## src/rtl/wgk_pkg.sv

```systemverilog
package wgk_pkg;

  typedef enum logic [1:0] {
    WGK_IDLE = 2'd0,
    WGK_WARM = 2'd1,
    WGK_RUN  = 2'd2
  } wgk_mode_e;

  // multiply by alpha once: shift left, fold the overflow bit back via the low poly terms
  function automatic logic [15:0] gf_xtime(input logic [15:0] a, input int m,
                                           input logic [15:0] poly_low);
    logic [15:0] r;
    logic        top;
    top = a[m-1];
    r   = (a << 1) & ((16'd1 << m) - 16'd1);
    if (top) r = r ^ poly_low;
    return r;
  endfunction

  // multiply by alpha^k: k wired shifts with a few XORs each
  function automatic logic [15:0] gf_mul_alpha_k(input logic [15:0] a, input int k,
                                                 input int m, input logic [15:0] poly_low);
    logic [15:0] r;
    r = a;
    for (int i = 0; i < k; i++) r = gf_xtime(r, m, poly_low);
    return r;
  endfunction

  // shift-and-add field multiply
  function automatic logic [15:0] gf_mul(input logic [15:0] a, input logic [15:0] b,
                                         input int m, input logic [15:0] poly_low);
    logic [15:0] acc;
    logic [15:0] sh;
    acc = '0;
    sh  = a;
    for (int i = 0; i < 16; i++) begin
      if (i < m) begin
        if (b[i]) acc = acc ^ sh;
        sh = gf_xtime(sh, m, poly_low);
      end
    end
    return acc;
  endfunction

  // f(x) = (x + 1)^e + 1, computed by repeated multiplication
  function automatic logic [15:0] perm_value(input logic [15:0] x, input int e,
                                             input int m, input logic [15:0] poly_low);
    logic [15:0] y;
    logic [15:0] r;
    y = x ^ 16'd1;
    r = 16'd1;
    for (int i = 0; i < e; i++) r = gf_mul(r, y, m, poly_low);
    return r ^ 16'd1;
  endfunction

endpackage

```

## src/rtl/wgk_ctrl.sv

```systemverilog
module wgk_ctrl #(
  parameter int N = 5
) (
  input  logic               clk,
  input  logic               rst_n,
  input  logic               load_i,
  input  logic               start_i,
  output wgk_pkg::wgk_mode_e mode_o,
  output logic               warm_last_o
);
  import wgk_pkg::*;

  localparam int WARM_STEPS = 2 * N;
  localparam int CW         = $clog2(WARM_STEPS + 1);

  wgk_mode_e      mode_q;
  logic [CW-1:0]  cnt_q;

  assign warm_last_o = (mode_q == WGK_WARM) && (cnt_q == CW'(WARM_STEPS - 1));
  assign mode_o      = mode_q;

  always_ff @(posedge clk) begin
    if (!rst_n) begin
      mode_q <= WGK_IDLE;
      cnt_q  <= '0;
    end else if (load_i) begin
      mode_q <= WGK_IDLE;
      cnt_q  <= '0;
    end else begin
      unique case (mode_q)
        WGK_IDLE: if (start_i) begin
          mode_q <= WGK_WARM;
          cnt_q  <= '0;
        end
        WGK_WARM: if (warm_last_o) mode_q <= WGK_RUN;
                  else             cnt_q  <= cnt_q + 1'b1;
        default: mode_q <= WGK_RUN;
      endcase
    end
  end

  assert_warm_bound_R3: assert property (@(posedge clk) disable iff (!rst_n)
    (mode_q == WGK_WARM) |-> (cnt_q <= CW'(WARM_STEPS - 1)));

  assert_warm_exit_R3: assert property (@(posedge clk) disable iff (!rst_n)
    (warm_last_o && !load_i) |=> (mode_q == WGK_RUN));

  assert_start_from_idle_R3: assert property (@(posedge clk) disable iff (!rst_n)
    ((mode_q == WGK_RUN) && !load_i) |=> (mode_q == WGK_RUN));

endmodule

```

## src/rtl/wgk_lfsr.sv

```systemverilog
module wgk_lfsr #(
  parameter int          M     = 7,
  parameter int          N     = 5,
  parameter logic [15:0] POLY  = 16'h0003,
  parameter int          TAP_A = 1,
  parameter int          K_A   = 1,
  parameter int          TAP_B = 3,
  parameter int          K_B   = 2
) (
  input  logic         clk,
  input  logic         rst_n,
  input  logic         load_i,
  input  logic [M-1:0] iv_i,
  input  logic         warm_step_i,
  input  logic         run_step_i,
  input  logic [M-1:0] nl_i,
  output logic [M-1:0] head_o,
  output logic         nonzero_o
);
  import wgk_pkg::*;

  logic [M-1:0] s_q [N];
  logic [M-1:0] lin_fb;
  logic [M-1:0] tail_d;
  logic         shift_en;

  assign lin_fb = s_q[0]
                ^ M'(gf_mul_alpha_k(16'(s_q[TAP_A]), K_A, M, POLY))
                ^ M'(gf_mul_alpha_k(16'(s_q[TAP_B]), K_B, M, POLY));

  always_comb begin
    if (load_i)           tail_d = iv_i;
    else if (warm_step_i) tail_d = lin_fb ^ nl_i ^ iv_i;
    else                  tail_d = lin_fb;
  end

  assign shift_en = load_i || warm_step_i || run_step_i;

  for (genvar i = 0; i < N - 1; i++) begin : g_stage
    always_ff @(posedge clk) begin
      if (!rst_n)        s_q[i] <= '0;
      else if (shift_en) s_q[i] <= s_q[i+1];
    end
  end

  always_ff @(posedge clk) begin
    if (!rst_n)        s_q[N-1] <= '0;
    else if (shift_en) s_q[N-1] <= tail_d;
  end

  always_comb begin
    nonzero_o = 1'b0;
    for (int i = 0; i < N; i++) nonzero_o = nonzero_o | (|s_q[i]);
  end

  assign head_o = s_q[0];

  assert_state_nonzero_R9: assert property (@(posedge clk) disable iff (!rst_n)
    (run_step_i && !load_i && nonzero_o) |=> nonzero_o);

  assert_run_shift_R5: assert property (@(posedge clk) disable iff (!rst_n)
    (run_step_i && !load_i) |=> (s_q[0] == $past(s_q[1])));

  assert_load_tail_R2: assert property (@(posedge clk) disable iff (!rst_n)
    load_i |=> (s_q[N-1] == $past(iv_i)));

endmodule

```

## src/rtl/wgk_perm.sv

```systemverilog
module wgk_perm #(
  parameter int          M    = 7,
  parameter int          D    = 4,
  parameter int          P    = 1,
  parameter int          EXP  = 13,
  parameter logic [15:0] POLY = 16'h0003
) (
  input  logic         clk,
  input  logic         rst_n,
  input  logic         flush_i,
  input  logic         run_i,
  input  logic [M-1:0] x_i,
  output logic [M-1:0] nl_o,
  output logic [D-1:0] ks_o,
  output logic         valid_o
);
  import wgk_pkg::*;

  localparam int ENTRIES = 2 ** M;

  logic [M-1:0] perm_tbl [ENTRIES];
  logic [D-1:0] dat_q    [P];
  logic [P-1:0] vld_q;

  for (genvar v = 0; v < ENTRIES; v++) begin : g_tbl
    localparam logic [15:0] PV = perm_value(16'(v), EXP, M, POLY);
    assign perm_tbl[v] = PV[M-1:0];
  end

  assign nl_o = perm_tbl[x_i];

  always_ff @(posedge clk) begin
    if (!rst_n) begin
      dat_q[0] <= '0;
      vld_q[0] <= 1'b0;
    end else begin
      dat_q[0] <= nl_o[D-1:0];
      vld_q[0] <= run_i && !flush_i;
    end
  end

  for (genvar k = 1; k < P; k++) begin : g_pipe
    always_ff @(posedge clk) begin
      if (!rst_n) begin
        dat_q[k] <= '0;
        vld_q[k] <= 1'b0;
      end else begin
        dat_q[k] <= dat_q[k-1];
        vld_q[k] <= vld_q[k-1] && !flush_i;
      end
    end
  end

  assign ks_o    = dat_q[P-1];
  assign valid_o = vld_q[P-1];

  assert_flush_clears_R10: assert property (@(posedge clk) disable iff (!rst_n)
    flush_i |=> (vld_q == '0));

endmodule

```

## src/rtl/wgk_keygen.sv

```systemverilog
module wgk_keygen #(
  parameter int          M     = 7,
  parameter int          N     = 5,
  parameter int          D     = 4,
  parameter int          P     = 1,
  parameter int          EXP   = 13,
  parameter logic [15:0] POLY  = 16'h0003,
  parameter int          TAP_A = 1,
  parameter int          K_A   = 1,
  parameter int          TAP_B = 3,
  parameter int          K_B   = 2
) (
  input  logic         clk,
  input  logic         rst_n,
  input  logic         load_i,
  input  logic [M-1:0] iv_i,
  input  logic         start_i,
  input  logic [D-1:0] pt_i,
  output logic         ks_valid_o,
  output logic [D-1:0] ks_o,
  output logic [D-1:0] ct_o
);
  import wgk_pkg::*;

  wgk_mode_e    mode;
  logic         warm_last;
  logic         warm_step;
  logic         run_step;
  logic [M-1:0] head;
  logic [M-1:0] nl;
  logic         state_nonzero;

  assign warm_step = (mode == WGK_WARM) && !load_i;
  assign run_step  = (mode == WGK_RUN)  && !load_i;

  wgk_ctrl #(.N(N)) u_ctrl (
    .clk         (clk),
    .rst_n       (rst_n),
    .load_i      (load_i),
    .start_i     (start_i),
    .mode_o      (mode),
    .warm_last_o (warm_last)
  );

  wgk_lfsr #(.M(M), .N(N), .POLY(POLY), .TAP_A(TAP_A), .K_A(K_A),
             .TAP_B(TAP_B), .K_B(K_B)) u_lfsr (
    .clk         (clk),
    .rst_n       (rst_n),
    .load_i      (load_i),
    .iv_i        (iv_i),
    .warm_step_i (warm_step),
    .run_step_i  (run_step),
    .nl_i        (nl),
    .head_o      (head),
    .nonzero_o   (state_nonzero)
  );

  wgk_perm #(.M(M), .D(D), .P(P), .EXP(EXP), .POLY(POLY)) u_perm (
    .clk     (clk),
    .rst_n   (rst_n),
    .flush_i (load_i),
    .run_i   (run_step),
    .x_i     (head),
    .nl_o    (nl),
    .ks_o    (ks_o),
    .valid_o (ks_valid_o)
  );

  assign ct_o = pt_i ^ ks_o;

  assert_valid_in_run_R7: assert property (@(posedge clk) disable iff (!rst_n)
    ks_valid_o |-> (mode == WGK_RUN));

  assert_load_drops_valid_R10: assert property (@(posedge clk) disable iff (!rst_n)
    load_i |=> !ks_valid_o);

  assert_warm_no_valid_R3: assert property (@(posedge clk) disable iff (!rst_n)
    (mode == WGK_WARM) |-> !ks_valid_o);

  assert_idle_after_load_R2: assert property (@(posedge clk) disable iff (!rst_n)
    load_i |=> (mode == WGK_IDLE));

  assert_last_flag_R3: assert property (@(posedge clk) disable iff (!rst_n)
    (warm_last && !load_i) |=> !warm_last);

endmodule

```

## config.mk

```make
export PLATFORM = sky130hd
export DESIGN_NAME = wgk_keygen
export DESIGN_NICKNAME = d
export VERILOG_FILES = /design/src/rtl/wgk_pkg.sv /design/src/rtl/wgk_ctrl.sv /design/src/rtl/wgk_lfsr.sv /design/src/rtl/wgk_perm.sv /design/src/rtl/wgk_keygen.sv
export SDC_FILE = /design/constraint.sdc
export NUM_CORES = 1
export LEC_CHECK = 0
export CORE_UTILIZATION = 55
export CTS_CLUSTER_SIZE = 16
export DETAILED_ROUTE_END_ITERATION = 12
export GPL_ROUTABILITY_DRIVEN = 0
export MAX_ROUTING_LAYER = met4
export PLACE_DENSITY = 0.75
export SLEW_MARGIN = 20
export SYNTH_ARGS = -nofsm -noshare
export SYNTH_HDL_FRONTEND = slang
export SYNTH_SLANG_ARGS = --single-unit
```

## constraint.sdc

```tcl
create_clock -name clk -period 4.5 [get_ports clk]
set_input_delay 0.675 -clock clk [delete_from_list [all_inputs] [get_ports clk]]
set_output_delay 0.675 -clock clk [all_outputs]
set_load 0.03 [all_outputs]
```

==> impl_metrics.json <==
{
  "ys_top_cells_by_area": "edfxtp_1 (27%), mux4_2 (6.9%), dfxtp_1 (5.6%), and2_1 (5.6%), o21ai_0 (4.0%)",
  "path_common_cell": "mux4_2",
  "detail_route.drc_violations": 0,
  "avgViaCountPerCell": 6.59,
  "numPortBuffers": 23,
  "slew_headroom_pct": 35.7,
  "maxClockFrequency_mhz": 281,
  "cp_data_arrival_time_ns": 3.62,
  "netlist_area_sq_mm": 0.00390,
  "synth_ff_type": "edfxtp_1",
  "async_flop_share_pct": 0,
  "vias": 3566,
  "power.switching_mw": 0.434,
  "power_density_mw_per_mm2": 290,
  "dpl.hpwl_um": 7110,
  "cts_buffers": 5,
  "fin_skew_ns": 0.00472,
  "yosys.area.top_type": "edfxtp_1",
  "hp-class": "reg -> reg",
  "stdcell_count": 541,
  "antenna_found_initial": 0,
  "clock_path_buffers": 2,
  "cpMaxStageDelayCell": "edfxtp_1",
  "synth.distinct_cells": 65,
  "post_cts_resized": 0,
  "setup_tns_ns": 0,
  "post-cts-setup-buffer-count": 0,
  "p_leak_nw": 1.53,
  "crit_required_ns": 4.56,
  "insertion_delay_ns": 0.30,
  "path_clk_slew_ns": 0.09,
  "yosys-top-cells-count": "nor2_1 (40), and2_1 (35), edfxtp_1 (35), o21ai_0 (31), nand2_1 (30)",
  "rsz0062_at_grt": "false",
  "finalCritPeriodShare_pct": 79.0,
  "intPower_mw": 0.792,
  "crit_type": "reg -> reg",
  "cts_root_buffer": "clkbuf_8",
  "ys_warn_count": 0,
  "htreeDepth": 2,
  "reg2reg_slack_ns": 0.95,
  "first_pass_iters": 6,
  "cts.sinks": 46,
  "yosysMostFrequentCell": "nor2_1",
  "wl_per_cell_um": 18.9,
  "tightestPinTransition_ns": 0.965,
  "drt-initial-drc-count": 547,
  "grt_pass1_wl_um": 16400,
  "gr-total-overflow": 0,
  "total_power_mw": 1.23,
  "antennaDiodeCount": 0,
  "crit_path_max_incr_delay_ns": 0.99,
  "comb_power_share_pct": 36.7,
  "ant_nets": 0,
  "area_growth_pct": 8.24,
  "setup_viol_count_final": 0,
  "io_pins": 24,
  "grt_use_total_pct": 29.1,
  "holdBufCountCts": 0,
  "row_count": 30,
  "grt_max_degree": 50,
  "finalHoldViolations": 0,
  "dieArea_sq_mm": 0.00744,
  "fin_crit_ns": 3.55,
  "syn_inst": 445,
  "drive_above_1_share_pct": 7.42,
  "drv_slew": 0,
  "start_util_pct": 57.1,
  "crit_path_start_kind": "flop",
  "avgSynthCellArea_sq_um": 8.77,
  "drt-total-wl_um": 10200,
  "p_seq_share_pct": 42.7,
  "ir_drop_mv": 0.261,
  "swShare_pct": 35.4,
  "clkPwrFrac_pct": 20.6,
  "die_h_um": 86.2,
  "ys_seq_area_share_pct": 32.6,
  "grt_pass1_vias": 3252,
  "status": "completed",
  "crit_chain": "buf_4, or2_1, o21ai_0, mux4_2, mux4_2, mux4_2, o21a_1",
  "synth-edff-count": 35,
  "fin_nets": 469,
  "ys_seq_elements": 46,
  "cp_max_fo": 29,
  "crit_path_end_kind": "flop",
  "synth_fp_nets": 470,
  "die_w_um": 86.2,
  "dp_cells": 533,
  "cts_tree": "built",
  "core_area_sq_mm": 0.00683,
  "synth_top_area_share_pct": 26.9,
  "drv_cap": 0
}
## placed cells by master, fill, tap and decap left out, types with 6 or more instances in the layout
master and count:
xnor2_1 17, nand2b_1 14, a31oi_1 10, a311oi_1 8, inv_1 14, nand3_1 6
edfxtp_1 35, buf_4 9, xor2_1 9, nand2_1 30, a211oi_1 7, nand4_1 6
clkdlybuf4s50_1 23, ha_1 10, dfxtp_1 11, nor2b_1 6, mux4_2 12, a21oi_1 14
nor2_1 40, o21ai_0 31, nor3_1 9, and2_1 35, mux2i_1 7
## flip-flops by register name, indices dropped and copies added (netlist names)
register	count
u_ctrl.mode_o	2
u_lfsr.s_q	35
u_ctrl.cnt_q	4
u_perm.valid_o	1
u_perm.dat_q	4
## power groups by stage
stage | clock network (mW) | logic [mW] | registers, mW
global route | 0.272 | 0.484 | 0.528
finish | 0.252 | 0.450 | 0.524
global placement | 0 | 0.431 | 0.531
floorplan | 0 | 0.317 | 0.530
detailed placement | 0 | 0.437 | 0.533
CTS | 0.256 | 0.439 | 0.523
## final cells by class
class                      instances  area [sq um]
fill                             611          2610
inverter                          14          52.6
tap                               96           120
timing repair buffer              32           298
clock inverter                     2          12.5
clock buffer                       6          72.6
multi-input combinational        345          2400
sequential                        46          1270
## path summary, 6_finish.rpt
path,to,cells after the start,start
worst max-delay path,u_lfsr.s_q[4][2],7,u_lfsr.s_q[0][3]
worst min-delay path,u_lfsr.s_q[1][3],1,u_lfsr.s_q[2][3]
worst max register to register,u_lfsr.s_q[4][2],7,u_lfsr.s_q[0][3]
worst min register to register,u_lfsr.s_q[1][3],1,u_lfsr.s_q[2][3]
## kinds of logic (layout without fill, tap and decap cells)
group | Yosys count | in the layout | share of synthesized area [%]
buf+inv | 54 | 54 | 5.99
mux | 20 | 20 | 9.01
compound gates | 121 | 121 | 20.9
xor+xnor | 26 | 26 | 5.83
simple gates | 168 | 168 | 22.5
flops | 46 | 46 | 32.6
fa+ha+maj | 10 | 10 | 3.21
## per-layer routing
metal  track usage (%)  part of all wire (%)  up-vias
li1                  -                     -     1629
met1              38.0                    39     1674
met2              45.6                    48      222
met3              3.52                   8.7       41
met4              13.5                   4.0        0
met5                 -                     0        -
## worst max-delay path, delay by kind of cell, from the launching register on
family / cells / cell delay (ns)
flops: 1 / 0.99
buf+inv: 1 / 0.41
mux: 3 / 1.46
simple gates: 1 / 0.17
compound gates: 2 / 0.29
## metrics by stage
step / utilization (%) / cell area (sq um) / hold slack, ns / worst slack, ns
finish: 61.8 / 4230 / 0.529 / 0.947
global route: 61.8 / 4230 / 0.551 / 0.856
CTS: 61.8 / 4230 / 0.528 / 1.06
detailed placement: 60.6 / 4140 / 0.507 / 1.06
global placement: 60.6 / 4140 / 0.499 / 1.16
floorplan: - / 3900 / 0.493 / 0.919
(Power assumes the default switching activity.)
